**src/rtl/creg_pkg.sv**
```systemverilog
package creg_pkg;

  localparam int DATA_W      = 32;
  localparam int IDX_W       = 4;
  localparam int BYTE_W      = 8;
  localparam int NUM_SCRATCH = 2;

  localparam int MODE_BIT    = 7;

  localparam logic [IDX_W-1:0] IDX_PSW   = 4'd0;
  localparam logic [IDX_W-1:0] IDX_COND  = 4'd1;
  localparam logic [IDX_W-1:0] IDX_SPI   = 4'd2;
  localparam logic [IDX_W-1:0] IDX_SPU   = 4'd3;
  localparam int               IDX_SCR0  = 4;
  localparam logic [IDX_W-1:0] IDX_BPC   = 4'd6;
  localparam logic [IDX_W-1:0] IDX_BBPSW = 4'd7;
  localparam logic [IDX_W-1:0] IDX_BBPC  = 4'd8;

  // Write strobes produced by the decoder for the datapath.
  typedef struct packed {
    logic                   pswWe;
    logic                   condWe;
    logic                   bbpswWe;
    logic                   spiStoreWe;
    logic                   spuStoreWe;
    logic                   liveWe;
    logic                   bpcWe;
    logic                   bbpcWe;
    logic [NUM_SCRATCH-1:0] scrWe;
    logic                   saveToSpi;
    logic                   saveToSpu;
  } crStrobes_t;

endpackage

```
**src/rtl/creg_ctrl.sv**
```systemverilog
module creg_ctrl
  import creg_pkg::*;
#(
  parameter int IW = IDX_W
) (
  input  logic          wrEn,
  input  logic [IW-1:0] wrIdx,
  input  logic          newMode,
  input  logic          stackMode,
  output crStrobes_t    strb
);

  logic [NUM_SCRATCH-1:0] scrHit;

  generate
    for (genvar i = 0; i < NUM_SCRATCH; i++) begin : g_scrDec
      assign scrHit[i] = wrEn && (wrIdx == IW'(IDX_SCR0 + i));
    end
  endgenerate

  always_comb begin
    strb       = '0;
    strb.scrWe = scrHit;
    if (wrEn) begin
      unique case (wrIdx)
        IDX_PSW: begin
          strb.pswWe     = 1'b1;
          strb.saveToSpi = newMode && !stackMode;
          strb.saveToSpu = !newMode && stackMode;
        end
        IDX_COND:  strb.condWe = 1'b1;
        IDX_SPI: begin
          if (stackMode) strb.spiStoreWe = 1'b1;
          else           strb.liveWe     = 1'b1;
        end
        IDX_SPU: begin
          if (stackMode) strb.liveWe     = 1'b1;
          else           strb.spuStoreWe = 1'b1;
        end
        IDX_BPC:   strb.bpcWe   = 1'b1;
        IDX_BBPSW: strb.bbpswWe = 1'b1;
        IDX_BBPC:  strb.bbpcWe  = 1'b1;
        default: ;
      endcase
    end
  end

endmodule

```
**src/rtl/creg_dp.sv**
```systemverilog
module creg_dp
  import creg_pkg::*;
#(
  parameter int DW = DATA_W,
  parameter int IW = IDX_W
) (
  input  logic          clk,
  input  logic          rst,
  input  crStrobes_t    strb,
  input  logic [DW-1:0] wrData,
  input  logic [IW-1:0] rdIdx,
  input  logic [DW-1:0] spIn,
  output logic [DW-1:0] rdData,
  output logic          spWe,
  output logic [DW-1:0] spOut,
  output logic          stackMode,
  output logic [DW-1:0] spiStore,
  output logic [DW-1:0] spuStore
);

  // Only bits that some read can return are kept.
  logic [1:0]    pswHi;     // status bits 7:6
  logic [1:0]    bpswHi;    // backup status bits 7:6
  logic          bpswLo;    // backup status bit 0
  logic [1:0]    bbpswHi;
  logic          bbpswLo;
  logic          condQ;
  logic [DW-1:0] spiQ;
  logic [DW-1:0] spuQ;
  logic [DW-1:1] bpcQ;
  logic [DW-1:1] bbpcQ;
  logic [DW-1:0] scrQ [NUM_SCRATCH];

  always_ff @(posedge clk) begin
    if (rst) begin
      pswHi   <= '0;
      bpswHi  <= '0;
      bpswLo  <= 1'b0;
      bbpswHi <= '0;
      bbpswLo <= 1'b0;
      condQ   <= 1'b0;
      spiQ    <= '0;
      spuQ    <= '0;
      bpcQ    <= '0;
      bbpcQ   <= '0;
    end else begin
      if (strb.pswWe) begin
        pswHi  <= wrData[MODE_BIT -: 2];
        bpswHi <= wrData[BYTE_W + MODE_BIT -: 2];
        bpswLo <= wrData[BYTE_W];
      end
      if (strb.pswWe || strb.condWe) condQ <= wrData[0];
      if (strb.bbpswWe) begin
        bbpswHi <= wrData[MODE_BIT -: 2];
        bbpswLo <= wrData[0];
      end
      if (strb.saveToSpi)       spiQ <= spIn;
      else if (strb.spiStoreWe) spiQ <= wrData;
      if (strb.saveToSpu)       spuQ <= spIn;
      else if (strb.spuStoreWe) spuQ <= wrData;
      if (strb.bpcWe)  bpcQ  <= wrData[DW-1:1];
      if (strb.bbpcWe) bbpcQ <= wrData[DW-1:1];
    end
  end

  generate
    for (genvar i = 0; i < NUM_SCRATCH; i++) begin : g_scr
      always_ff @(posedge clk) begin
        if (rst)               scrQ[i] <= '0;
        else if (strb.scrWe[i]) scrQ[i] <= wrData;
      end
    end
  endgenerate

  assign stackMode = pswHi[1];
  assign spiStore  = spiQ;
  assign spuStore  = spuQ;

  // Live stack pointer update toward the register file.
  assign spWe  = strb.liveWe || strb.saveToSpi || strb.saveToSpu;
  always_comb begin
    if (strb.saveToSpi)      spOut = spuQ;
    else if (strb.saveToSpu) spOut = spiQ;
    else                     spOut = wrData;
  end

  // Read mux.
  logic [DW-1:0] scrRd;
  always_comb begin
    scrRd = '0;
    for (int i = 0; i < NUM_SCRATCH; i++)
      if (rdIdx == IW'(IDX_SCR0 + i)) scrRd = scrQ[i];
  end

  always_comb begin
    rdData = '0;
    unique case (rdIdx)
      IDX_PSW: begin
        rdData[BYTE_W + MODE_BIT -: 2] = bpswHi;
        rdData[BYTE_W]                 = bpswLo;
        rdData[MODE_BIT -: 2]          = pswHi;
        rdData[0]                      = condQ;
      end
      IDX_COND:  rdData[0] = condQ;
      IDX_SPI:   rdData = stackMode ? spiQ : spIn;
      IDX_SPU:   rdData = stackMode ? spIn : spuQ;
      IDX_BPC:   rdData = {bpcQ, 1'b0};
      IDX_BBPSW: begin
        rdData[MODE_BIT -: 2] = bbpswHi;
        rdData[0]             = bbpswLo;
      end
      IDX_BBPC:  rdData = {bbpcQ, 1'b0};
      default:   rdData = scrRd;
    endcase
  end

endmodule

```
**src/rtl/creg_bank.sv**
```systemverilog
module creg_bank
  import creg_pkg::*;
#(
  parameter int DW = DATA_W,
  parameter int IW = IDX_W
) (
  input  logic          clk,
  input  logic          rst,
  input  logic [IW-1:0] rdIdx,
  output logic [DW-1:0] rdData,
  input  logic          wrEn,
  input  logic [IW-1:0] wrIdx,
  input  logic [DW-1:0] wrData,
  input  logic [DW-1:0] spIn,
  output logic          spWe,
  output logic [DW-1:0] spOut
);

  crStrobes_t    strb;
  logic          stackMode;
  logic [DW-1:0] spiStore;
  logic [DW-1:0] spuStore;

  creg_ctrl #(.IW(IW)) ctrl_i (
    .wrEn      (wrEn),
    .wrIdx     (wrIdx),
    .newMode   (wrData[MODE_BIT]),
    .stackMode (stackMode),
    .strb      (strb)
  );

  creg_dp #(.DW(DW), .IW(IW)) dp_i (
    .clk       (clk),
    .rst       (rst),
    .strb      (strb),
    .wrData    (wrData),
    .rdIdx     (rdIdx),
    .spIn      (spIn),
    .rdData    (rdData),
    .spWe      (spWe),
    .spOut     (spOut),
    .stackMode (stackMode),
    .spiStore  (spiStore),
    .spuStore  (spuStore)
  );

endmodule

```
**config.mk**
```make
export PLATFORM = sky130hd
export DESIGN_NAME = creg_bank
export DESIGN_NICKNAME = d
export VERILOG_FILES = /design/src/rtl/creg_pkg.sv /design/src/rtl/creg_ctrl.sv /design/src/rtl/creg_dp.sv /design/src/rtl/creg_bank.sv
export SDC_FILE = /design/constraint.sdc
export NUM_CORES = 1
export LEC_CHECK = 0
export CAP_MARGIN = 20
export CORE_MARGIN = 3
export CORE_UTILIZATION = 39
export DETAILED_ROUTE_END_ITERATION = 10
export SETUP_SLACK_MARGIN = 0.15
export SLEW_MARGIN = 20
export SYNTH_ARGS = -nofsm -noshare
export SYNTH_HDL_FRONTEND = slang
export SYNTH_SLANG_ARGS = --single-unit
export TNS_END_PERCENT = 5
```
**constraint.sdc**
```tcl
create_clock -name clk -period 3.7 [get_ports clk]
set_input_delay 0.555 -clock clk [delete_from_list [all_inputs] [get_ports clk]]
set_output_delay 0.555 -clock clk [all_outputs]
set_load 0.05 [all_outputs]
```
Word level (Yosys, flattened, before mapping) --
Memories as Yosys holds them, arrays and structs flattened. Index checks and enable logic that the tools add are counted.
Operators by class: equal/unequal tests 16, reductions and logical operators 17, bitwise operators 2, multiplexer cells 40
Operators by type and width (count):
- $mux W32 | 12
- $pmux W16 S5 | 1
- $pmux W5 S5 | 2
- $eq A4 B3 Y1 const B | 8
- $mux W1 | 17
- $eq A4 B2 Y1 const B | 4
- $pmux W2 S7 | 1
- $pmux W2 S6 | 1
- $eq A4 B1 Y1 const B | 2
- $eq A4 B4 Y1 const B | 2
- $logic_not A4 Y1 | 2
- $mux W8 | 1
- $pmux W1 S6 | 1
- $reduce_or A2 Y1 | 3
- $pmux W1 S5 | 1
- $logic_and A1 B1 Y1 | 4
- $mux W2 | 2
- $reduce_bool A2 Y1 | 2
- $logic_or A1 B1 Y1 | 3
- $reduce_or A3 Y1 | 1
- $logic_not A1 Y1 | 2
- $or A1 B1 Y1 | 2
- $pmux W1 S2 | 1
Word-level totals: input bits 75, memories kept 1, output and inout port bits 65, bits in writable memories 64, logic and storage cells 86, flip-flop bits (word level) 135
Memory list:
- dp_i.scrQ | depth 2, bits a word 32, rd ports 2, clocked after Yosys merged registers in 0, wr ports 2, RTL line creg_dp.sv:32 | logic [DW-1:0] scrQ [NUM_SCRATCH];

Logic depth before layout (Yosys ltp) --
depth in word-level cells 6, gate-level depth with buffers 7, mapped depth without buffers 4

Modules after synthesis --
From an unflattened synthesis, not the netlist that was laid out.
Second synthesis, totals: cell total of the unflattened synthesis 1128, area, all modules 10442.5 um^2
Modules (own cells, without submodules):
- creg_dp | sequential area each 4624.4 um^2, times used 1, cells each 1105, area each 10288.6 um^2
- creg_ctrl | sequential area each 0.0 um^2, times used 1, cells each 23, area each 153.9 um^2

Worst setup path after synthesis --
Ideal clock, no wire load.
path type in2out, start in wrIdx[2], end out spOut[7], buffers on the path 1, stages 5, data arrival time 2.661 ns, data required time 3.145 ns, setup slack 0.484 ns, cells stage by stage or3b_1 -> buf_6 -> nor3_1 -> a21oi_1 -> o21ai_0
Between the ends: word-level cells in the longest chain between the ends 5
RTL lines:
- from (decl) | RTL line creg_bank.sv:12 | input logic [IW-1:0] wrIdx,
- $logic_not A4 Y1 (*) | RTL line creg_ctrl.sv:25 | unique case (wrIdx)
- $mux W2 (*) | RTL line creg_ctrl.sv:25
- $mux W2 (*) | RTL line creg_ctrl.sv:24 | if (wrEn) begin
- $mux W32 | RTL line creg_dp.sv:83 | else if (strb.saveToSpu) spOut = spiQ;
- $mux W32 (*) | RTL line creg_dp.sv:82 | if (strb.saveToSpi) spOut = spuQ;
- to (decl) | RTL line creg_bank.sv:16 | output logic [DW-1:0] spOut
Every way passes the cells marked *; elsewhere a longest branch is shown, timed or not.

Final worst setup path --
start in rdIdx[0], end out rdData[15]
Between the ends: word-level cells in the longest chain between the ends 4, elaborated cells on any way between the ends 13, those cells by class eq/ne: 8; mux: 3; reduce/logical: 2
RTL lines:
- from (decl) | RTL line creg_bank.sv:9 | input logic [IW-1:0] rdIdx,
- $eq A4 B3 Y1 | RTL line creg_dp.sv:92 | if (rdIdx == IW'(IDX_SCR0 + i)) scrRd = scrQ[i];
- $mux W32 (2 in a row) | RTL line creg_dp.sv:92
- $pmux W2 S6 (*) | RTL line creg_dp.sv:97 | unique case (rdIdx)
- to (decl) | RTL line creg_bank.sv:10 | output logic [DW-1:0] rdData,
Marks and branches as above.

==> results by group <==
Setup path
  • R2r endpoint: dp_i.spiStore[31]
  • Data arrival, critical path: 2.92 ns
  • Worst R2R Setup Slack: 1.30 ns
  • Setup crit end kind: primary output
  • Critical path class: input port to primary output
  • CP Data Required Time: 3.14 ns
  • R2R depth: 5
  • CP max FO: 13
  • Crit path from: rdIdx[0]
  • Worst r2r src: dp_i.pswHi[1]
  • Crit path launch type: input port

Power
  • Power Density: between 300 and 400 nW/um^2
  • Peak supply drop: 0.000221 V
  • Switch Pwr: 1.47 mW
  • Leak pwr: 4.97 nW
  • Sw Ratio: 28.4%
  • Clock power frac: a little under two fifths
  • Gate power share: 17.7%
  • Power Total: 5.17 mW
  • Pint: between 3 and 4 mW
  • Seq pwr share: ~45%

Floorplanning
  • Die Wd: between 150 and 200 um
  • Rows: 59
  • CORE AREA: 26200 um^2
  • Die height: 170 um
  • Die Area: 28800 um^2
  • Initial Utilization: 39.8%
  • Num ports: 140

Cells and area
  • Number of fill cells: 2427
  • Area Growth Syn to Fin: 30.4%
  • N_diodes: 0
  • Layout Nets: 1422
  • Sequential Area: 4630 um^2
  • Layout Utilization: roughly half
  • Share of cells above drive strength 1: 14.9%
  • Commonest non-fill, non-tap cell in the layout: nand2_1
  • Area of the multi-input gates: 5380 um^2
  • Most frequent cells in the layout: nand2_1, a21oi_1, dfxtp_1, nor2_1

Timing
  • RSZ-0062 raised after global routing: false
  • Fin Setup TNS: 0 ns
  • Tmin final: about 3.5 ns
  • Final period utilization: a little over nine tenths
  • Worst-margin pin slew: 0.984 ns
  • Final hold violations: 0
  • Skew final: 0.0102 ns
  • Setup violators final: 0
  • Slew margin rel.: 34.4%
  • Fin. max-slew vios: 0
  • Max Fclk: 288 MHz

Routing
  • Routed WL per cell: 21.7 um
  • Wl on met1: 16400 um
  • First drt pass iteration count: 6
  • Final wirelength: 36700 um
  • Met3 routed WL: 3050 um
  • Post-route ant nets: 0
  • Residual DRC: 0
  • Top sig layer: met4
  • Routed via count: ~10000
  • Met2 Wirelength: about 17000 um
  • DRT iter0 DRCs: 1137
  • Vias per inst: 5.99

Clock tree
  • CTS Sinks: 199
  • Max clock buf depth: 2
  • Clock-pin slew on the worst setup and hold paths: 0.07 ns
  • Hold bufs inserted after CTS: 0
  • Root buf cell: clkbuf_16
  • CTS tree: done
  • Num CTS Buffers: 17
  • Clk Latency, worst-skew pair: 0.45 ns
  • H-tree levels: 4

Min path
  • Hold Path Depth: 2
  • Class of the worst hold path: flop to flop
  • Hold endpoint: dp_i.bbpcQ[6]
  • Hold Crit Start: dp_i.bbpcQ[6]

Synth
  • EDFF count, synth: 64
  • Synth warn: 0
  • Synth Cell Area: between 10000 and 15000 um^2
  • Number of synthesized register bits: roughly 200
  • Cell taking the most area after synthesis: dfxtp_1
  • Ys flop type: dfxtp_1
  • Share of the synthesized area in the top cell type: 25.9%
  • Top post-synthesis cells by area: dfxtp_1, edfxtp_1, nand2_1, a21oi_1, a311oi_1
  • Post-synthesis sequential area ratio: between 40% and 50%
  • Post-Synthesis Cells: 1246
  • Post-synth ARST share: 0%
  • Synth unique cells: 51
  • Avg Inst Size Synth: around 8.4 um^2
  • Synthesized net count: 1321

Global routing
  • First-pass GRT wire length: 56500 um
  • Grt total ovfl: 0
  • Number of global-route vias before repair: 9479
  • Antenna violations before repair: 0
  • Gr usage total: 25.3%
  • Pin count of the biggest net entering global routing: 110

Placed design
  • GPL Wtd Cong: just under 0.9
  • HPWL after DPL: approximately 24000 um
  • IO buf count: 139

Outcome
  • Status: finished, final reports clean

Job
  • Max-cap violations: 0
==> worst max path at each step <==
stage          depth (start not counted)         end  slack (ns)
6_report                               7  rdData[15]        0.23
2_1_floorplan                          5    spOut[7]        0.48
3_3_place_gp                           6  rdData[15]        0.30
5_1_grt                                7  rdData[15]        0.18
3_5_place_dp                           7   rdData[0]        0.24
4_1_cts                                7   rdData[0]        0.24
==> layout make-up <==
class	count	share of cell area [%]
inverters	4	0.110
clock buffers	19	3.41
clock inverters	13	0.974
flip-flops and latches	199	34.0
well taps	335	3.08
multi-input cells	926	39.5
repair buffers	199	19.0
==> through the flow <==
stage	hold slack (ns)	area [um^2]	instances	setup WS, ns
6_report	0.455	13600	1695	0.229
4_1_cts	0.454	13600	1695	0.243
3_5_place_dp	0.444	13000	1663	0.241
3_3_place_gp	0.439	13000	1663	0.303
2_1_floorplan	0.432	10400	1246	0.484
5_1_grt	0.470	13600	1695	0.176
==> metal layers <==
layer	vias up	global-route usage [%]
met2	478	38.5
met5	-	0
li1	4692	-
met3	46	3.47
met1	4930	37.8
met4	0	6.79
==> power by group through the flow <==
stage	Clock [mW]	Sequential, mW	Combinational, mW
finish	1.92	2.34	0.913
floorplan	0	2.38	0.416
CTS	1.93	2.34	0.909
global placement	0	2.38	0.903
global route	2.01	2.34	0.956
detailed placement	0	2.39	0.906
==> cell families (layout without fill, tap and decap cells) <==
| group | Yosys count | in the layout | share of synthesized area, % |
|---|---|---|---|
| AOI/OAI and AO/OA | 356 | 356 | 22.8 |
| and+or+nand+nor | 508 | 508 | 21.8 |
| muxes | 62 | 62 | 6.26 |
| buffers and inverters | 121 | 235 | 4.78 |
| DFF | 199 | 199 | 44.3 |
==> cell usage after synthesis, types with 4 or more instances <==
cell type  number
nand2_1       274
a21oi_1       144
dfxtp_1       135
nor2_1        106
clkbuf_1       94
and2_1         64
edfxtp_1       64
a311oi_1       63
mux2i_1        36
o21ai_0        29
a22oi_1        26
mux2_2         26
a221oi_1       25
nand2b_1       19
o22ai_1        19
a221o_1        18
a22o_1         18
buf_2          12
nand3_1        10
a31oi_1         9
buf_1           7
or3_1           6
buf_6           4
==> worst max-delay path, stage by stage <==
cell,delay [ns]
clkdlybuf4s50_1,0.64
o21ai_0,0.46
o21ai_0,0.16
buf_4,0.18
a221oi_1,0.41
a31oi_1,0.28
buf_12,0.22
==> sequential cells by signal (all words and copies together) (netlist names) <==
signal / flops
dp_i.bbpswHi: 2
dp_i.scrQ: 64
dp_i.bpswHi: 2
dp_i.spuStore: 32
dp_i.bpcQ: 31
dp_i.bbpswLo: 1
dp_i.bbpcQ: 31
dp_i.bpswLo: 1
dp_i.spiStore: 32
dp_i.condQ: 1
dp_i.pswHi: 2
==> what timing repair did <==
action,CTS,global route
setup buffers,0,0
setup endpoints to repair,0,3
gates resized for setup,0,2
Note: power is estimated with default switching activity, not from simulation.
